<file path="src/rtl/sysctl_pkg.sv">
package sysctl_pkg;

   typedef enum logic [3:0] {
      RID_NONE   = 4'd0,
      RID_ID     = 4'd1,
      RID_CTYPE  = 4'd2,
      RID_TCMSZ  = 4'd3,
      RID_CTRL   = 4'd4,
      RID_DCCFG  = 4'd5,
      RID_ICCFG  = 4'd6,
      RID_WBUF   = 4'd7,
      RID_DPERM  = 4'd8,
      RID_IPERM  = 4'd9,
      RID_REGION = 4'd10,
      RID_DLOCK  = 4'd11,
      RID_ILOCK  = 4'd12,
      RID_DTCM   = 4'd13,
      RID_ITCM   = 4'd14,
      RID_WFI    = 4'd15
   } reg_id_e;

   localparam logic [31:0] DEF_ID_CODE    = 32'h4104_9460;
   localparam logic [31:0] DEF_CACHE_TYPE = 32'h0F0D_2112;
   localparam logic [31:0] DEF_TCM_SIZE   = 32'h0014_0140;
   localparam logic [31:0] DEF_PERM       = 32'h2222_2222;
   localparam logic [31:0] DEF_ITCM       = 32'h0000_000C;
   localparam logic [31:0] DEF_DTCM       = 32'h0080_000A;
   localparam logic [31:0] DEF_VEC_HIGH   = 32'h0FFF_0000;

   function automatic logic id_read_only(input reg_id_e id);
      return (id == RID_ID) || (id == RID_CTYPE) || (id == RID_TCMSZ);
   endfunction

   function automatic logic id_write_only(input reg_id_e id);
      return (id == RID_WFI);
   endfunction

   function automatic logic id_protection(input reg_id_e id);
      return (id == RID_REGION) || (id == RID_DPERM) || (id == RID_IPERM);
   endfunction

endpackage

</file>
<file path="src/rtl/sysctl_decode.sv">
module sysctl_decode
   import sysctl_pkg::*;
#(
   parameter int unsigned NUM_REGIONS = 8
) (
   input  logic [3:0] prim_sel,
   input  logic [3:0] sec_sel,
   input  logic [2:0] op1,
   input  logic [2:0] op2,
   output reg_id_e    id,
   output logic [2:0] region_idx
);
   localparam logic [3:0] REGION_LIMIT = 4'(NUM_REGIONS);

   logic op1_zero, sec_zero, op2_zero;
   assign op1_zero   = (op1 == 3'd0);
   assign op2_zero   = (op2 == 3'd0);
   assign sec_zero   = (sec_sel == 4'd0);
   assign region_idx = sec_sel[2:0];

   always_comb begin
      id = RID_NONE;
      case (prim_sel)
         4'd0: if (op1_zero && sec_zero) begin
            case (op2)
               3'd1:    id = RID_CTYPE;
               3'd2:    id = RID_TCMSZ;
               default: id = RID_ID;
            endcase
         end
         4'd1: if (op1_zero && op2_zero && sec_zero) id = RID_CTRL;
         4'd2: if (op1_zero && sec_zero) begin
            case (op2)
               3'd0:    id = RID_DCCFG;
               3'd1:    id = RID_ICCFG;
               default: id = RID_NONE;
            endcase
         end
         4'd3: if (op1_zero && op2_zero && sec_zero) id = RID_WBUF;
         4'd5: if (op1_zero && sec_zero) begin
            case (op2)
               3'd2:    id = RID_DPERM;
               3'd3:    id = RID_IPERM;
               default: id = RID_NONE;
            endcase
         end
         4'd6: if (op1_zero && op2_zero && (sec_sel < REGION_LIMIT)) id = RID_REGION;
         4'd7: if (op1_zero && sec_zero && (op2 == 3'd4)) id = RID_WFI;
         4'd9: if (op1_zero) begin
            case ({sec_sel, op2})
               {4'd0, 3'd0}: id = RID_DLOCK;
               {4'd0, 3'd1}: id = RID_ILOCK;
               {4'd1, 3'd0}: id = RID_DTCM;
               {4'd1, 3'd1}: id = RID_ITCM;
               default:      id = RID_NONE;
            endcase
         end
         default: id = RID_NONE;
      endcase
   end

endmodule

</file>
<file path="src/rtl/sysctl_store.sv">
module sysctl_store
   import sysctl_pkg::*;
#(
   parameter int unsigned       DATA_W      = 32,
   parameter int unsigned       NUM_REGIONS = 8,
   parameter logic [DATA_W-1:0] ID_CODE     = DEF_ID_CODE,
   parameter logic [DATA_W-1:0] CACHE_TYPE  = DEF_CACHE_TYPE,
   parameter logic [DATA_W-1:0] TCM_SIZE    = DEF_TCM_SIZE,
   parameter logic [DATA_W-1:0] PERM_RESET  = DEF_PERM,
   parameter logic [DATA_W-1:0] ITCM_RESET  = DEF_ITCM,
   parameter logic [DATA_W-1:0] DTCM_RESET  = DEF_DTCM
) (
   input  logic              clk,
   input  logic              rst_n,
   input  logic              wr_en,
   input  reg_id_e           id,
   input  logic [2:0]        idx,
   input  logic [DATA_W-1:0] wdata,
   output logic [DATA_W-1:0] rd_data,
   output logic [DATA_W-1:0] ctrl_q,
   output logic [DATA_W-1:0] dtcm_q,
   output logic              upd_pulse
);
   logic [DATA_W-1:0] dccfg_q, iccfg_q, wbuf_q, dperm_q, iperm_q;
   logic [DATA_W-1:0] dlock_q, ilock_q, itcm_q;
   logic [DATA_W-1:0] region_q [NUM_REGIONS];

   always_ff @(posedge clk) begin
      if (!rst_n) begin
         ctrl_q  <= '0;
         dccfg_q <= '0;
         iccfg_q <= '0;
         wbuf_q  <= '0;
         dperm_q <= PERM_RESET;
         iperm_q <= PERM_RESET;
         dlock_q <= '0;
         ilock_q <= '0;
         dtcm_q  <= DTCM_RESET;
         itcm_q  <= ITCM_RESET;
      end else if (wr_en) begin
         case (id)
            RID_CTRL:  ctrl_q  <= wdata;
            RID_DCCFG: dccfg_q <= wdata;
            RID_ICCFG: iccfg_q <= wdata;
            RID_WBUF:  wbuf_q  <= wdata;
            RID_DPERM: dperm_q <= wdata;
            RID_IPERM: iperm_q <= wdata;
            RID_DLOCK: dlock_q <= wdata;
            RID_ILOCK: ilock_q <= wdata;
            RID_DTCM:  dtcm_q  <= wdata;
            RID_ITCM:  itcm_q  <= wdata;
            default: ;
         endcase
      end
   end

   for (genvar g = 0; g < NUM_REGIONS; g++) begin : g_region
      logic [DATA_W-1:0] desc_r;
      always_ff @(posedge clk) begin
         if (!rst_n)
            desc_r <= '0;
         else if (wr_en && (id == RID_REGION) && (idx == 3'(g)))
            desc_r <= wdata;
      end
      assign region_q[g] = desc_r;
   end

   always_ff @(posedge clk) begin
      if (!rst_n) upd_pulse <= 1'b0;
      else        upd_pulse <= wr_en && id_protection(id);
   end

   always_comb begin
      rd_data = '0;
      case (id)
         RID_ID:     rd_data = ID_CODE;
         RID_CTYPE:  rd_data = CACHE_TYPE;
         RID_TCMSZ:  rd_data = TCM_SIZE;
         RID_CTRL:   rd_data = ctrl_q;
         RID_DCCFG:  rd_data = dccfg_q;
         RID_ICCFG:  rd_data = iccfg_q;
         RID_WBUF:   rd_data = wbuf_q;
         RID_DPERM:  rd_data = dperm_q;
         RID_IPERM:  rd_data = iperm_q;
         RID_DLOCK:  rd_data = dlock_q;
         RID_ILOCK:  rd_data = ilock_q;
         RID_DTCM:   rd_data = dtcm_q;
         RID_ITCM:   rd_data = itcm_q;
         RID_REGION: begin
            for (int i = 0; i < NUM_REGIONS; i++)
               if (idx == 3'(i)) rd_data = region_q[i];
         end
         default: rd_data = '0;
      endcase
   end

   // a region write leaves every other descriptor untouched
   assert_region_isolated_R6: assert property (@(posedge clk) disable iff (!rst_n)
      (wr_en && (id == RID_REGION) && (idx != 3'd0)) |=> $stable(region_q[0]));

endmodule

</file>
<file path="src/rtl/sysctl_sideband.sv">
module sysctl_sideband #(
   parameter int unsigned       DATA_W     = 32,
   parameter int unsigned       RW_BIT     = 7,
   parameter int unsigned       VEC_BIT    = 13,
   parameter int unsigned       STATE_BIT  = 15,
   parameter int unsigned       TCM_ALIGN  = 6,
   parameter logic [DATA_W-1:0] VEC_HIGH   = 32'h0FFF_0000
) (
   input  logic              clk,
   input  logic              rst_n,
   input  logic [DATA_W-1:0] ctrl_q,
   input  logic [DATA_W-1:0] dtcm_q,
   input  logic              wfi_set,
   input  logic              irq,
   output logic              ctl_rw_mode,
   output logic [DATA_W-1:0] vec_base,
   output logic              state_load_en,
   output logic [DATA_W-1:0] dtcm_base,
   output logic [DATA_W-1:0] itcm_base,
   output logic              halt_req,
   output logic              irq_master_en
);
   localparam logic [DATA_W-1:0] TCM_MASK = ~((DATA_W'(1) << TCM_ALIGN) - DATA_W'(1));

   assign ctl_rw_mode   = ctrl_q[RW_BIT];
   assign vec_base      = ctrl_q[VEC_BIT] ? VEC_HIGH : '0;
   assign state_load_en = ~ctrl_q[STATE_BIT];
   assign dtcm_base     = dtcm_q & TCM_MASK;
   assign itcm_base     = '0;

   always_ff @(posedge clk) begin
      if (!rst_n) begin
         halt_req      <= 1'b0;
         irq_master_en <= 1'b0;
      end else if (wfi_set) begin
         halt_req      <= 1'b1;
         irq_master_en <= 1'b1;
      end else if (halt_req && irq) begin
         halt_req      <= 1'b0;
      end
   end

   assert_halt_hold_R10: assert property (@(posedge clk) disable iff (!rst_n)
      (halt_req && !irq) |=> halt_req);
   assert_halt_release_R10: assert property (@(posedge clk) disable iff (!rst_n)
      (halt_req && irq && !wfi_set) |=> !halt_req);
   assert_wfi_enter_R10: assert property (@(posedge clk) disable iff (!rst_n)
      wfi_set |=> (halt_req && irq_master_en));

endmodule

</file>
<file path="src/rtl/sysctl_regfile.sv">
module sysctl_regfile
   import sysctl_pkg::*;
#(
   parameter int unsigned DATA_W      = 32,
   parameter int unsigned NUM_REGIONS = 8,
   parameter int unsigned RW_BIT      = 7,
   parameter int unsigned VEC_BIT     = 13,
   parameter int unsigned STATE_BIT   = 15,
   parameter int unsigned TCM_ALIGN   = 6
) (
   input  logic              clk,
   input  logic              rst_n,
   input  logic              req_valid,
   input  logic              req_write,
   input  logic              user_mode,
   input  logic [3:0]        prim_sel,
   input  logic [3:0]        sec_sel,
   input  logic [2:0]        op1,
   input  logic [2:0]        op2,
   input  logic [DATA_W-1:0] wdata,
   input  logic              irq,
   output logic              accept,
   output logic [DATA_W-1:0] rdata,
   output logic              ctl_rw_mode,
   output logic [DATA_W-1:0] vec_base,
   output logic              state_load_en,
   output logic [DATA_W-1:0] dtcm_base,
   output logic [DATA_W-1:0] itcm_base,
   output logic              halt_req,
   output logic              irq_master_en,
   output logic              prot_update
);
   if (DATA_W != 32) begin : g_bad_width
      $error("sysctl_regfile: DATA_W must be 32");
   end
   if (NUM_REGIONS < 1 || NUM_REGIONS > 8) begin : g_bad_regions
      $error("sysctl_regfile: NUM_REGIONS must be 1..8");
   end
   if (RW_BIT >= DATA_W || VEC_BIT >= DATA_W || STATE_BIT >= DATA_W || TCM_ALIGN >= DATA_W) begin : g_bad_bits
      $error("sysctl_regfile: bit positions exceed DATA_W");
   end

   reg_id_e           dec_id;
   logic [2:0]        dec_idx;
   logic              dir_ok, wr_en, wfi_set;
   logic [DATA_W-1:0] store_rd, ctrl_q, dtcm_q;

   sysctl_decode #(.NUM_REGIONS(NUM_REGIONS)) u_decode (
      .prim_sel   (prim_sel),
      .sec_sel    (sec_sel),
      .op1        (op1),
      .op2        (op2),
      .id         (dec_id),
      .region_idx (dec_idx)
   );

   assign dir_ok  = req_write ? !id_read_only(dec_id) : !id_write_only(dec_id);
   assign accept  = req_valid && !user_mode && (dec_id != RID_NONE) && dir_ok;
   assign wr_en   = accept && req_write;
   assign wfi_set = wr_en && (dec_id == RID_WFI);
   assign rdata   = (accept && !req_write) ? store_rd : '0;

   sysctl_store #(
      .DATA_W      (DATA_W),
      .NUM_REGIONS (NUM_REGIONS)
   ) u_store (
      .clk       (clk),
      .rst_n     (rst_n),
      .wr_en     (wr_en),
      .id        (dec_id),
      .idx       (dec_idx),
      .wdata     (wdata),
      .rd_data   (store_rd),
      .ctrl_q    (ctrl_q),
      .dtcm_q    (dtcm_q),
      .upd_pulse (prot_update)
   );

   sysctl_sideband #(
      .DATA_W    (DATA_W),
      .RW_BIT    (RW_BIT),
      .VEC_BIT   (VEC_BIT),
      .STATE_BIT (STATE_BIT),
      .TCM_ALIGN (TCM_ALIGN),
      .VEC_HIGH  (DATA_W'(DEF_VEC_HIGH))
   ) u_sideband (
      .clk           (clk),
      .rst_n         (rst_n),
      .ctrl_q        (ctrl_q),
      .dtcm_q        (dtcm_q),
      .wfi_set       (wfi_set),
      .irq           (irq),
      .ctl_rw_mode   (ctl_rw_mode),
      .vec_base      (vec_base),
      .state_load_en (state_load_en),
      .dtcm_base     (dtcm_base),
      .itcm_base     (itcm_base),
      .halt_req      (halt_req),
      .irq_master_en (irq_master_en)
   );

   assert_user_reject_R1: assert property (@(posedge clk) disable iff (!rst_n)
      user_mode |-> !accept);
   assert_id_readonly_R2: assert property (@(posedge clk) disable iff (!rst_n)
      (req_valid && req_write && (prim_sel == 4'd0)) |-> !accept);
   assert_user_no_ctrl_R1: assert property (@(posedge clk) disable iff (!rst_n)
      (req_valid && user_mode) |=> $stable(ctl_rw_mode) && $stable(vec_base));
   assert_strobe_source_R12: assert property (@(posedge clk) disable iff (!rst_n)
      prot_update |-> $past(accept && req_write && ((prim_sel == 4'd5) || (prim_sel == 4'd6))));

endmodule

</file>
<file path="config.mk">
export PLATFORM = sky130hd
export DESIGN_NAME = sysctl_regfile
export DESIGN_NICKNAME = d
export VERILOG_FILES = /design/src/rtl/sysctl_pkg.sv /design/src/rtl/sysctl_decode.sv /design/src/rtl/sysctl_store.sv /design/src/rtl/sysctl_sideband.sv /design/src/rtl/sysctl_regfile.sv
export SDC_FILE = /design/constraint.sdc
export NUM_CORES = 1
export LEC_CHECK = 0
export ABC_AREA = 1
export BUFFER_PORTS_ARGS = -buffer_cell sky130_fd_sc_hd__buf_2
export CAP_MARGIN = 20
export CELL_PAD_IN_SITES_DETAIL_PLACEMENT = 0
export CELL_PAD_IN_SITES_GLOBAL_PLACEMENT = 2
export CORE_MARGIN = 3
export CORE_UTILIZATION = 37
export CTS_CLUSTER_SIZE = 8
export DETAILED_ROUTE_END_ITERATION = 10
export PLACE_DENSITY_LB_ADDON = 0.12
export SYNTH_ARGS = -nofsm -noshare
export SYNTH_HDL_FRONTEND = slang
export SYNTH_HIERARCHICAL = 1
export SYNTH_SLANG_ARGS = --single-unit
</file>
<file path="constraint.sdc">
create_clock -name clk -period 6.94 [get_ports clk]
set_clock_uncertainty 0.1 [all_clocks]
set_input_delay 1.041 -clock clk [delete_from_list [all_inputs] [get_ports clk]]
set_output_delay 1.041 -clock clk [all_outputs]
set_load 0.03 [all_outputs]
</file>
==> results of run 1 <==
how the worst min path moves through the flow:
stage / to / slack, ps / start
finish: u_store/itcm_q[1]$_SDFFE_PN0P_ / 350 / u_store/itcm_q[1]$_SDFFE_PN0P_
global route: u_store/dlock_q[13]$_SDFFE_PN0P_ / 360 / u_store/dlock_q[13]$_SDFFE_PN0P_
CTS: u_store/ilock_q[19]$_SDFFE_PN0P_ / 350 / u_store/ilock_q[19]$_SDFFE_PN0P_
detailed placement: u_store/ilock_q[19]$_SDFFE_PN0P_ / 340 / u_store/ilock_q[19]$_SDFFE_PN0P_
global placement: u_store/dlock_q[13]$_SDFFE_PN0P_ / 330 / u_store/dlock_q[13]$_SDFFE_PN0P_
floorplan: u_store/ctrl_q[25]$_SDFFE_PN0P_ / 320 / u_store/ctrl_q[25]$_SDFFE_PN0P_
power by group through the flow:
stage | registers [W] | logic [W] | clock network, W
5_1_grt | 0.00333 | 0.000347 | 0.00383
4_1_cts | 0.00333 | 0.000315 | 0.00370
3_5_place_dp | 0.00340 | 0.000315 | 0
2_1_floorplan | 0.00340 | 0.000233 | 0
3_3_place_gp | 0.00340 | 0.000313 | 0
6_report | 0.00333 | 0.000316 | 0.00360
critical path: cells and delay by family:
family | cells | cell delay, ps
buf+inv | 4 | 850
simple gates | 14 | 2270
compound gates | 1 | 110
through the flow:
step	power (W)	hold slack (ps)
detailed placement	0.00371	340
global placement	0.00371	334
global route	0.00750	359
CTS	0.00734	348
finish	0.00725	347
floorplan	0.00363	325
placed cells by master, fill, tap and decap left out, types with 3 or more instances in the layout:
cell,Yosys,layout
o21ai_1,13,13
nor2_2,37,38
or2_2,7,7
nand2_1,538,531
o21ai_0,499,499
a21oi_1,343,343
o22ai_1,71,71
inv_2,29,32
o221ai_1,18,18
nor2_1,738,736
dfxtp_1,579,579
nand2_2,6,13
nand3_1,131,131
buf_4,102,47
nor2_4,6,7
or2_0,10,10
conb_1,1,58
inv_1,315,312
nand4_1,38,38
nor3_1,14,11
o2111ai_1,14,14
clkbuf_16,0,84
nor3_2,1,3
buf_2,51,126
nor3_4,2,3
inv_6,0,4
per-layer routing:
| metal | vias up | share of wire (%) | GRT usage (%) |
|---|---|---|---|
| met5 | - | 0 | 0 |
| met4 | 0 | 2.7 | 7.82 |
| met3 | 127 | 6.3 | 3.43 |
| met2 | 813 | 45 | 39.5 |
| met1 | 11500 | 46 | 34.9 |
| li1 | 11900 | - | - |
cells by family (layout without fill, tap and decap cells):
kind of cell	after synthesis	count (layout)	share of synthesized area (%)
buf+inv	737	613	12.5
simple gates	1534	1534	24.1
flops	579	579	44.3
other cells	1	60	0.0143
compound gates	961	961	19.2
layout make-up:
type                            instances  area, um^2  area share [%]
Clock inverter                          6        95.1           0.329
Tap cell                              931        1160            4.03
Clock buffer                           85        2110            7.28
Inverter                              345        1300            4.49
Antenna cell                            2        5.00          0.0173
Multi-Input combinational cell       2553       11600            40.1
Sequential cell                       579       11600            40.1
Timing Repair Buffer                  177        1070            3.69
==> metrics.md, run 1 <==
| Metric | Value |
|---|---|
| Register bit count reported by yosys | `about 580` |
| Finished Layout Cells | `about 4700` |
| Gpl congestion | `0.839` |
| Nets@finish | `between 3000 and 4000` |
| Initial core utilization | `between 30% and 40%` |
| Post-CTS Resized | `0` |
| Drt total wl | `about 95000 um` |
| Initial DRT Pass Iterations | `6` |
| Critical path cell sequence | `buf_2, nor2_1, nand2_1, nor2_4, nand3_1, nand2_1, nor2_1, nand2_1, nor2_1, nand2_1, buf_4, o22ai_1, nor2_1, nand2_1, nor2_1, nand2_1, inv_1, nor2_2, buf_2` |
| Max incr delay on CP | `around 510 ps` |
| Post-Synthesis Cells | `around 3800` |
| Synth area leaders | `dfxtp_1 (44%), nor2_1 (11%), o21ai_0 (9.5%)` |
| Post-CTS Setup Inserts | `0` |
| Period Utilization, post-route | `between 70% and 80%` |
| Fillers | `~7300` |
| Die area | `about 74000 um^2` |
| Core Box Area | `69300 um^2` |
| Worst Setup SP | `sec_sel[2]` |
| PD cells | `around 250 nW/um^2` |
| GRT overflow | `0` |
| R2r startpoint | `u_store/ctrl_q[13]$_SDFFE_PN0P_` |
| Max FFs per register | `256` |
| Util after Layout | `between 40% and 50%` |
| Crit path kind | `in -> out` |
| Slew of the pin with the lowest slew margin | `1060 ps` |
| Critical Path Sink | `rdata[26]` |
| Clock Tree Root | `clkbuf_16` |
| Kind of end point of the critical path | `primary output` |
| Critical-path top delay cell | `nand2_1` |
| Syn Area/Cell | `between 6 and 7 um^2` |
| Post-CTS Hold Fix Bufs | `0` |
| Final hold viol count | `0` |
| Mapped Area | `approximately 26000 um^2` |
| Peak Freq | `183 MHz` |
| CTS Sinks | `roughly 580` |
| Sequential share of power | `~46%` |
| Top cells by count, synth | `nor2_1 (738), dfxtp_1 (579), nand2_1 (538)` |
| Async SR Flop Fraction | `0%` |
| Pre-CTS setup slack | `~1500 ps` |
| Drc violations | `0` |
| PnR worst setup slack | `between 1000 and 1500 ps` |
| Setup TNS | `0 ps` |
| Skew-Pair Late Insertion Delay | `slightly below 600 ps` |
| WP data arrival | `around 4300 ps` |
| Row Count | `96` |
| Vias in the first global route | `roughly 22000` |
| Inserted Clock Buffers | `82` |
| Count leader, synth | `nor2_1` |
| Finished layout cell area | `28900 um^2` |
| Initial antenna violation count | `2` |
| H-tree levels | `3` |
| Pleak | `around 11 nW` |
| CP most frequent cell | `nand2_1` |
| Sequential-to-total area share from yosys stat | `roughly 44%` |
| Area leader, netlist | `dfxtp_1` |
| Post-route ant nets | `0` |
| Via count | `24400` |
| Port Buffers | `127` |
| Min-Delay Path Depth | `2` |
| Reg2reg path depth | `2` |
| DR vias/cell | `5.21` |
| Yosys cell types | `34` |
| Clock buffer depth | `3` |
| Min cycle time layout | `about 5500 ps` |
| All-Layer GR Usage | `roughly a quarter` |
| Comb pwr share | `between 4 and 5%` |
| R2r setup slk | `6050 ps` |
| I/O pin count | `~190` |
| Ys Warns | `6` |
| Area growth, synth to finish | `10.4%` |
| Largest Register | `u_store/g_region.desc_r` |
| CTS tree | `yes` |
| HPWL Detailed | `58200 um` |
| Reg2reg end | `u_store/ctrl_q[13]$_SDFFE_PN0P_` |
| Outcome | `completed` |
| First-pass GRT wire length | `141000 um` |
| Fraction of power spent switching nets | `about a quarter` |
| Endpoints failing setup | `0` |
| Share of the synthesized area in the top cell type | `~44%` |
| CP Launch Type | `input port` |
| Maximum Capacitance Violations | `0` |
| Initial drt markers | `2145` |
| Worst endpoint required time | `approximately 5800 ps` |
| Worst VDD drop | `about 0.17 mV` |
| Chip height | `roughly 270 um` |
| Largest net degree at the start of global routing | `255` |
| Commonest register cell after synthesis | `dfxtp_1` |
| Post-Place Cells | `between 4000 and 5000` |
| Placement Cell Area | `roughly 27000 um^2` |
| Worst hold path class | `reg -> reg` |
| Clk pwr share | `between 40% and 50%` |
| Internal power | `~0.0056 W` |
| Die width | `around 270 um` |
| Relative slew slack | `a little under 30%` |
| Psw | `between 0.0015 and 0.002 W` |
| Share of layout cells above drive strength 1 | `~10%` |
| RSZ-0062 raised after global routing | `false` |
| Post-synth EDFFs | `0` |
| Wire length per cell | `around 20 um` |
| Worst-path clk slew | `~50 ps` |
| Worst-path maximum fanout | `13` |
| Max-slew violation count | `0` |
(Power assumes the default switching activity.)
==> run 2: changes to the inputs <==
Settings changed: ABC_AREA 1 to 0.
Clock period 6.94 ns to 5.7 ns, I/O delays scaled along.
==> run 2 against run 1 <==
- die area increased by 8.6%
- routed wire length grew 26%
- non-clock buffer count is 97 higher
- core utilization is 0.15 points higher
- global-route usage rose by 3.9 points
- synthesized cell count shrank 5.2%
- total power grew 23%
- synthesized area grew 8.8%
- cell area up 10%
- via count rose by 6.1%
- largest cell class unchanged
- critical path depth down 7
==> metrics.md, run 2 <==
| Metric | Value |
|---|---|
| Endpoints failing setup | `0 (unchanged)` |
| WP data arrival | `4580 ps (was 4310 ps)` |
| Slew of the pin with the lowest slew margin | `1110 ps (was 1060 ps)` |
| Share of the synthesized area in the top cell type | `40.7% (was 44.3%)` |
| Max FFs per register | `256 (unchanged)` |
| Initial antenna violation count | `2 (unchanged)` |
| Area growth, synth to finish | `11.8% (was 10.4%)` |
| CTS tree | `yes (unchanged)` |
| Commonest register cell after synthesis | `dfxtp_1 (unchanged)` |
| CP Launch Type | `input port (unchanged)` |
| Yosys cell types | `80 (was 34)` |
| DR vias/cell | `5.59 (was 5.21)` |
| Pleak | `10.8 nW (was 11.1 nW)` |
| Peak Freq | `181 MHz` |
| First-pass GRT wire length | `175000 um (was 141000 um)` |
| Post-Place Cells | `4530 (was 4583)` |
| Min-Delay Path Depth | `2 (unchanged)` |
| Chip height | `284 um (was 272 um)` |
| Setup TNS | `0 ps (unchanged)` |
| I/O pin count | `186 (unchanged)` |
| Register bit count reported by yosys | `579 (unchanged)` |
| Clock Tree Root | `clkbuf_16 (unchanged)` |
| Final hold viol count | `0 (unchanged)` |
| Syn Area/Cell | `7.89 um^2 (was 6.87 um^2)` |
| Initial DRT Pass Iterations | `5 (was 6)` |
| Die area | `80400 um^2 (was 74000 um^2)` |
| Area leader, netlist | `dfxtp_1 (unchanged)` |
| All-Layer GR Usage | `28.7% (was 24.8%)` |
| Largest net degree at the start of global routing | `218 (was 255)` |
| Outcome | `completed (unchanged)` |
| Worst VDD drop | `0.189 mV (was 0.173 mV)` |
| Worst hold path class | `reg -> reg (unchanged)` |
| Clock buffer depth | `3 (unchanged)` |
| Drt total wl | `119000 um (was 94500 um)` |
| H-tree levels | `3 (unchanged)` |
| Period Utilization, post-route | `97.2%` |
| Worst endpoint required time | `4740 ps (was 5800 ps)` |
| Most frequent cells in the layout | `nand2_1 (1246), dfxtp_1 (579), a21boi_0 (397) (was nor2_1 (736), dfxtp_1 (579), nand2_1 (531))` |
| Reg2reg path depth | `2 (unchanged)` |
| Worst-path maximum fanout | `8 (was 13)` |
| RSZ-0062 raised after global routing | `false (unchanged)` |
| Initial drt markers | `2130 (was 2145)` |
| Mapped Area | `28500 um^2 (was 26200 um^2)` |
| Die width | `284 um (was 272 um)` |
| Port Buffers | `127 (unchanged)` |
| Skew-Pair Late Insertion Delay | `600 ps (was 590 ps)` |
| Count leader, synth | `nand2_1 (was nor2_1)` |
| Maximum Capacitance Violations | `0 (unchanged)` |
| Async SR Flop Fraction | `0% (unchanged)` |
| HPWL Detailed | `77900 um (was 58200 um)` |
| Core Box Area | `76100 um^2 (was 69300 um^2)` |
| CTS Sinks | `579 (unchanged)` |
| Max-slew violation count | `0 (unchanged)` |
| Commonest non-fill, non-tap cell in the layout | `nand2_1 (was nor2_1)` |
| Initial core utilization | `37.5% (was 37.8%)` |
| Post-Synthesis Cells | `3613 (was 3812)` |
| Ys Warns | `6 (unchanged)` |
| PD cells | `279 nW/um^2 (was 251 nW/um^2)` |
| Post-synth EDFFs | `0 (unchanged)` |
| Gpl congestion | `0.945 (was 0.839)` |
| Via count | `25900 (was 24400)` |
| Post-CTS Setup Inserts | `0 (unchanged)` |
| Largest Register | `u_store/g_region.desc_r (unchanged)` |
| Post-CTS Resized | `0 (unchanged)` |
| Share of layout cells above drive strength 1 | `12.4% (was 10.0%)` |
| Post-route ant nets | `0 (unchanged)` |
| Post-CTS Hold Fix Bufs | `0 (unchanged)` |
| Drc violations | `0 (unchanged)` |
| Sequential-to-total area share from yosys stat | `40.7% (was 44.3%)` |
| Vias in the first global route | `25100 (was 22500)` |
| Kind of end point of the critical path | `primary output (unchanged)` |
| Worst-path clk slew | `50 ps (about the same)` |
| Design Power | `0.00890 W (was 0.00725 W)` |
| Top cells by count, synth | `nand2_1 (1246), dfxtp_1 (579), a21boi_0 (397) (was nor2_1 (738), dfxtp_1 (579), nand2_1 (538))` |
| Nets@finish | `3636 (was 3790)` |
| Finished Layout Cells | `4623 (was 4678)` |
| Synth area leaders | `dfxtp_1 (41%), nand2_1 (16%), a21boi_0 (10%) (was dfxtp_1 (44%), nor2_1 (11%), o21ai_0 (9.5%))` |
| Crit path kind | `in -> out (unchanged)` |
| Inserted Clock Buffers | `82 (unchanged)` |
| Relative slew slack | `26.2% (was 29.1%)` |
| Min cycle time layout | `roughly 5500 ps` |
| Wire length per cell | `25.8 um (was 20.2 um)` |
| GRT overflow | `0 (unchanged)` |
| Row Count | `101 (was 96)` |
==> run 2: final timing paths <==
check	start	endpoint	slack, ps
max	sec_sel[3]	rdata[0]	160
min	u_store/g_region[4].desc_r[28]$_SDFFE_PN0P_	u_store/g_region[4].desc_r[28]$_SDFFE_PN0P_	350
max reg2reg	u_store/dtcm_q[17]$_SDFFE_PN0P_	u_store/dtcm_q[17]$_SDFFE_PN0P_	4740
min reg2reg	u_store/g_region[4].desc_r[28]$_SDFFE_PN0P_	u_store/g_region[4].desc_r[28]$_SDFFE_PN0P_	350
==> run 2: worst max-delay path, cell delays in order <==
cell and delay (ps):
buf_2 110, nor4_4 440, nand3_2 210, o41a_1 550
o311ai_4 210, nor2b_1 880, a22oi_1 130, o21ai_0 340
a221oi_1 110, o311ai_1 110, and2_1 350, buf_2 270
==> run 2: per-layer routing <==
metal | up-vias | GRT usage [%] | part of all wire (%)
li1 | 11900 | - | -
met1 | 12700 | 39.5 | 45
met2 | 961 | 46.2 | 46
met3 | 249 | 3.36 | 5.6
met4 | 0 | 11.1 | 4.0
met5 | - | 0 | 0
==> run 2: logic make-up after synthesis <==
logic type | share of synthesized area [%]
simple gates | 21.5
compound gates | 24.9
flops | 40.7
buf+inv | 8.59
mux | 4.32
xor+xnor | 0.0307
other cells | 0.0132
==> run 2: power by group <==
group	switching [W]	leakage, nW	internal, W
Clock	0.00180	1.06	0.00261
Combinational	0.000322	5.06	0.000113
Sequential	0.0000000000662	4.66	0.00405
Total	0.00212	10.8	0.00678
==> run 2: stage by stage <==
stage          setup slack, ps  instance area (um^2)  hold WS (ps)  util, %
2_1_floorplan             1180                 28700           331        -
3_3_place_gp               211                 29700           338     39.0
3_5_place_dp               227                 29700           344     39.0
4_1_cts                    207                 31900           351     41.9
5_1_grt                   90.0                 31900           369     41.9
6_report                   160                 31900           348     41.9
==> run 2: layout make-up <==
class                           count  area (um^2)
Fill cell                        7740        44200
Multi-Input combinational cell   2635        14800
Sequential cell                   579        11600
Clock buffer                       90         2150
Timing Repair Buffer              274         1970
Tap cell                         1030         1290
Inverter                           12         45.0
Clock inverter                      2         17.5
Antenna cell                        1         2.50
==> run 3: changes to the inputs <==
Settings changed: CORE_UTILIZATION 37 to 35, PLACE_DENSITY set to 0.8, PLACE_DENSITY_LB_ADDON 0.12 to not set.
==> run 3 against run 2 <==
- clock power barely moved
- cell count rose by 1.0%
- sequential share of layout area fell by 0.13 points
- critical path type unchanged
- routed wire length fell by 4.7%
==> metrics.md, run 3 (synthesis results as in run 2) <==
| Metric | Value |
|---|---|
| Critical-path top delay cell | `nor4_1 (was nor2b_1)` |
| Port Buffers | `127 (unchanged)` |
| Max incr delay on CP | `450 ps (was 880 ps)` |
| Post-route ant nets | `0 (unchanged)` |
| CTS tree | `yes (unchanged)` |
| HPWL Detailed | `73500 um (was 77900 um)` |
| Psw | `0.00208 W (was 0.00212 W)` |
| Drt total wl | `114000 um (was 119000 um)` |
| Vias in the first global route | `24000 (was 25100)` |
| Core Box Area | `80500 um^2 (was 76100 um^2)` |
| All-Layer GR Usage | `25.9% (was 28.7%)` |
| Drc violations | `0 (unchanged)` |
| Gpl congestion | `0.903 (was 0.945)` |
| GRT overflow | `0 (unchanged)` |
| Share of layout cells above drive strength 1 | `12.7% (was 12.4%)` |
| WHS | `347 ps (was 348 ps)` |
| Chip height | `291 um (was 284 um)` |
| WP data arrival | `4520 ps (was 4580 ps)` |
| Peak Freq | `183 MHz (was 181 MHz)` |
| Wire length per cell | `24.3 um (was 25.8 um)` |
| Highest metal used | `met4 (unchanged)` |
| Min cycle time layout | `5480 ps (was 5540 ps)` |
| Row Count | `104 (was 101)` |
| Slew of the pin with the lowest slew margin | `1090 ps (was 1110 ps)` |
| I/O pin count | `186 (unchanged)` |
| Most frequent cells in the layout | `nand2_1 (1246), dfxtp_1 (579), a21boi_0 (397) (unchanged)` |
| Kind of cell adding the most delay to the critical path | `simple AND/OR/NAND/NOR gates (unchanged)` |
| Inserted Clock Buffers | `82 (unchanged)` |
| Area growth, synth to finish | `12.2% (was 11.8%)` |
| Commonest non-fill, non-tap cell in the layout | `nand2_1 (unchanged)` |
| DR vias/cell | `5.42 (was 5.59)` |
| PD cells | `277 nW/um^2 (was 279 nW/um^2)` |
| CP bufs+invs | `4 (was 2)` |
| Sequential share of power | `45.7% (was 45.5%)` |
| CP Launch Type | `input port (unchanged)` |
| Die width | `291 um (was 284 um)` |
| Worst hold path class | `reg -> reg (unchanged)` |
| CTS Sinks | `579 (unchanged)` |
| Crit path kind | `in -> out (unchanged)` |
| Pre-CTS setup slack | `215 ps (was 227 ps)` |
| Via count | `25300 (was 25900)` |
| Period Utilization, post-route | `96.1% (was 97.2%)` |
| Maximum Capacitance Violations | `0 (unchanged)` |
| Die area | `84900 um^2 (was 80400 um^2)` |
| Max-slew violation count | `0 (unchanged)` |
| Endpoints failing setup | `0 (unchanged)` |
| Clock Tree Root | `clkbuf_16 (unchanged)` |
| Pleak | `10.9 nW (was 10.8 nW)` |
| Metal2 WL | `51500 um (was 54400 um)` |
| Critical path cell sequence | `buf_2, nor4_4, nand3_2, nor4_1, or3_4, buf_4, and3b_1, buf_4, nand2_1, o21ai_0, a21oi_1, o211ai_1, and2_1, buf_2 (was buf_2, nor4_4, nand3_2, o41a_1, o311ai_4, nor2b_1, a22oi_1, o21ai_0, a221oi_1, o311ai_1, and2_1, buf_2)` |
| PnR worst setup slack | `223 ps (was 160 ps)` |
| Worst VDD drop | `0.163 mV (was 0.189 mV)` |
| Relative slew slack | `26.8% (was 26.2%)` |
| Clk pwr share | `49.4% (was 49.6%)` |
| Post-CTS Setup Inserts | `0 (unchanged)` |
| Initial drt markers | `2283 (was 2130)` |
| RSZ-0062 raised after global routing | `false (unchanged)` |
| Util after Layout | `39.7% (was 41.9%)` |
| Kind of end point of the critical path | `primary output (unchanged)` |
| Initial core utilization | `35.4% (was 37.5%)` |
| Fraction of power spent switching nets | `23.4% (was 23.8%)` |
| Worst-path clk slew | `50 ps (about the same)` |
| Skew-Pair Late Insertion Delay | `600 ps (about the same)` |
| Fillers | `8251 (was 7740)` |
| Comb pwr share | `4.9% (about the same)` |
| Met1 WL | `50600 um (was 53200 um)` |
| H-tree levels | `3 (unchanged)` |
| Largest net degree at the start of global routing | `176 (was 218)` |
| Worst endpoint required time | `4740 ps (about the same)` |
| Final hold viol count | `0 (unchanged)` |
| Nets@finish | `3651 (was 3636)` |
| Clock buffer depth | `3 (unchanged)` |
| Outcome | `completed (unchanged)` |
| Internal power | `0.00679 W (was 0.00678 W)` |
| Initial antenna violation count | `6 (was 2)` |
| Initial DRT Pass Iterations | `6 (was 5)` |
| First-pass GRT wire length | `166000 um (was 175000 um)` |
| Worst-path maximum fanout | `14 (was 8)` |
| Max FFs per register | `256 (unchanged)` |
| Setup TNS | `0 ps (unchanged)` |
| Largest Register | `u_store/g_region.desc_r (unchanged)` |
| Met3 Wirelength | `7380 um (was 6660 um)` |
## run 3: timing repair
action / in CTS / in global routing
endpoints found under the setup margin: 0 / 1
hold buffers: 0 / 0
gates resized for setup: 0 / 1
## run 3: tightest hold or removal path, cell delays in order (launching register included)
cell	delay, ps
dfxtp_1	300
nand2_1	50
a21boi_1	50
## run 3: power groups by stage
stage / Clock (W) / Combinational [W] / Sequential, W
floorplan: 0 / 0.000320 / 0.00414
global placement: 0 / 0.000428 / 0.00414
detailed placement: 0 / 0.000425 / 0.00414
CTS: 0.00447 / 0.000426 / 0.00405
global route: 0.00465 / 0.000452 / 0.00405
finish: 0.00438 / 0.000430 / 0.00405
## run 3: path summary, 6_finish.rpt
| check | startpoint | end | slack [ps] | depth (start not counted) |
|---|---|---|---|---|
| setup / recovery | sec_sel[3] | rdata[12] | 220 | 14 |
| setup reg to reg | u_store/ctrl_q[13]$_SDFFE_PN0P_ | u_store/ctrl_q[13]$_SDFFE_PN0P_ | 4770 | 2 |
| hold reg to reg | u_store/g_region[5].desc_r[29]$_SDFFE_PN0P_ | u_store/g_region[5].desc_r[29]$_SDFFE_PN0P_ | 350 | 2 |
| hold / removal | u_store/g_region[5].desc_r[29]$_SDFFE_PN0P_ | u_store/g_region[5].desc_r[29]$_SDFFE_PN0P_ | 350 | 2 |
## run 3: area by class of cell
| type | instances | area (um^2) | area share, % |
|---|---|---|---|
| clock buffer | 89 | 2150 | 6.73 |
| clock inverter | 2 | 17.5 | 0.0548 |
| antenna | 3 | 7.51 | 0.0235 |
| tap | 1060 | 1330 | 4.15 |
| timing repair buffer | 289 | 2030 | 6.34 |
| sequential | 579 | 11600 | 36.2 |
| inverter | 12 | 45.0 | 0.141 |
| multi-input combinational | 2635 | 14800 | 46.3 |
## run 3: per-stage QoR
step	area (um^2)	total power (W)	std cells
finish	32000	0.00887	4669
global route	32000	0.00915	4666
CTS	32000	0.00895	4665
detailed placement	29800	0.00456	4574
global placement	29800	0.00456	4573
floorplan	28700	0.00446	3670
## run 3: routing by layer
layer  vias up  GRT usage (%)
li1      11900              -
met1     12300           35.6
met2       920           40.9
met3       197           3.82
met4         0           9.79
met5         -              0
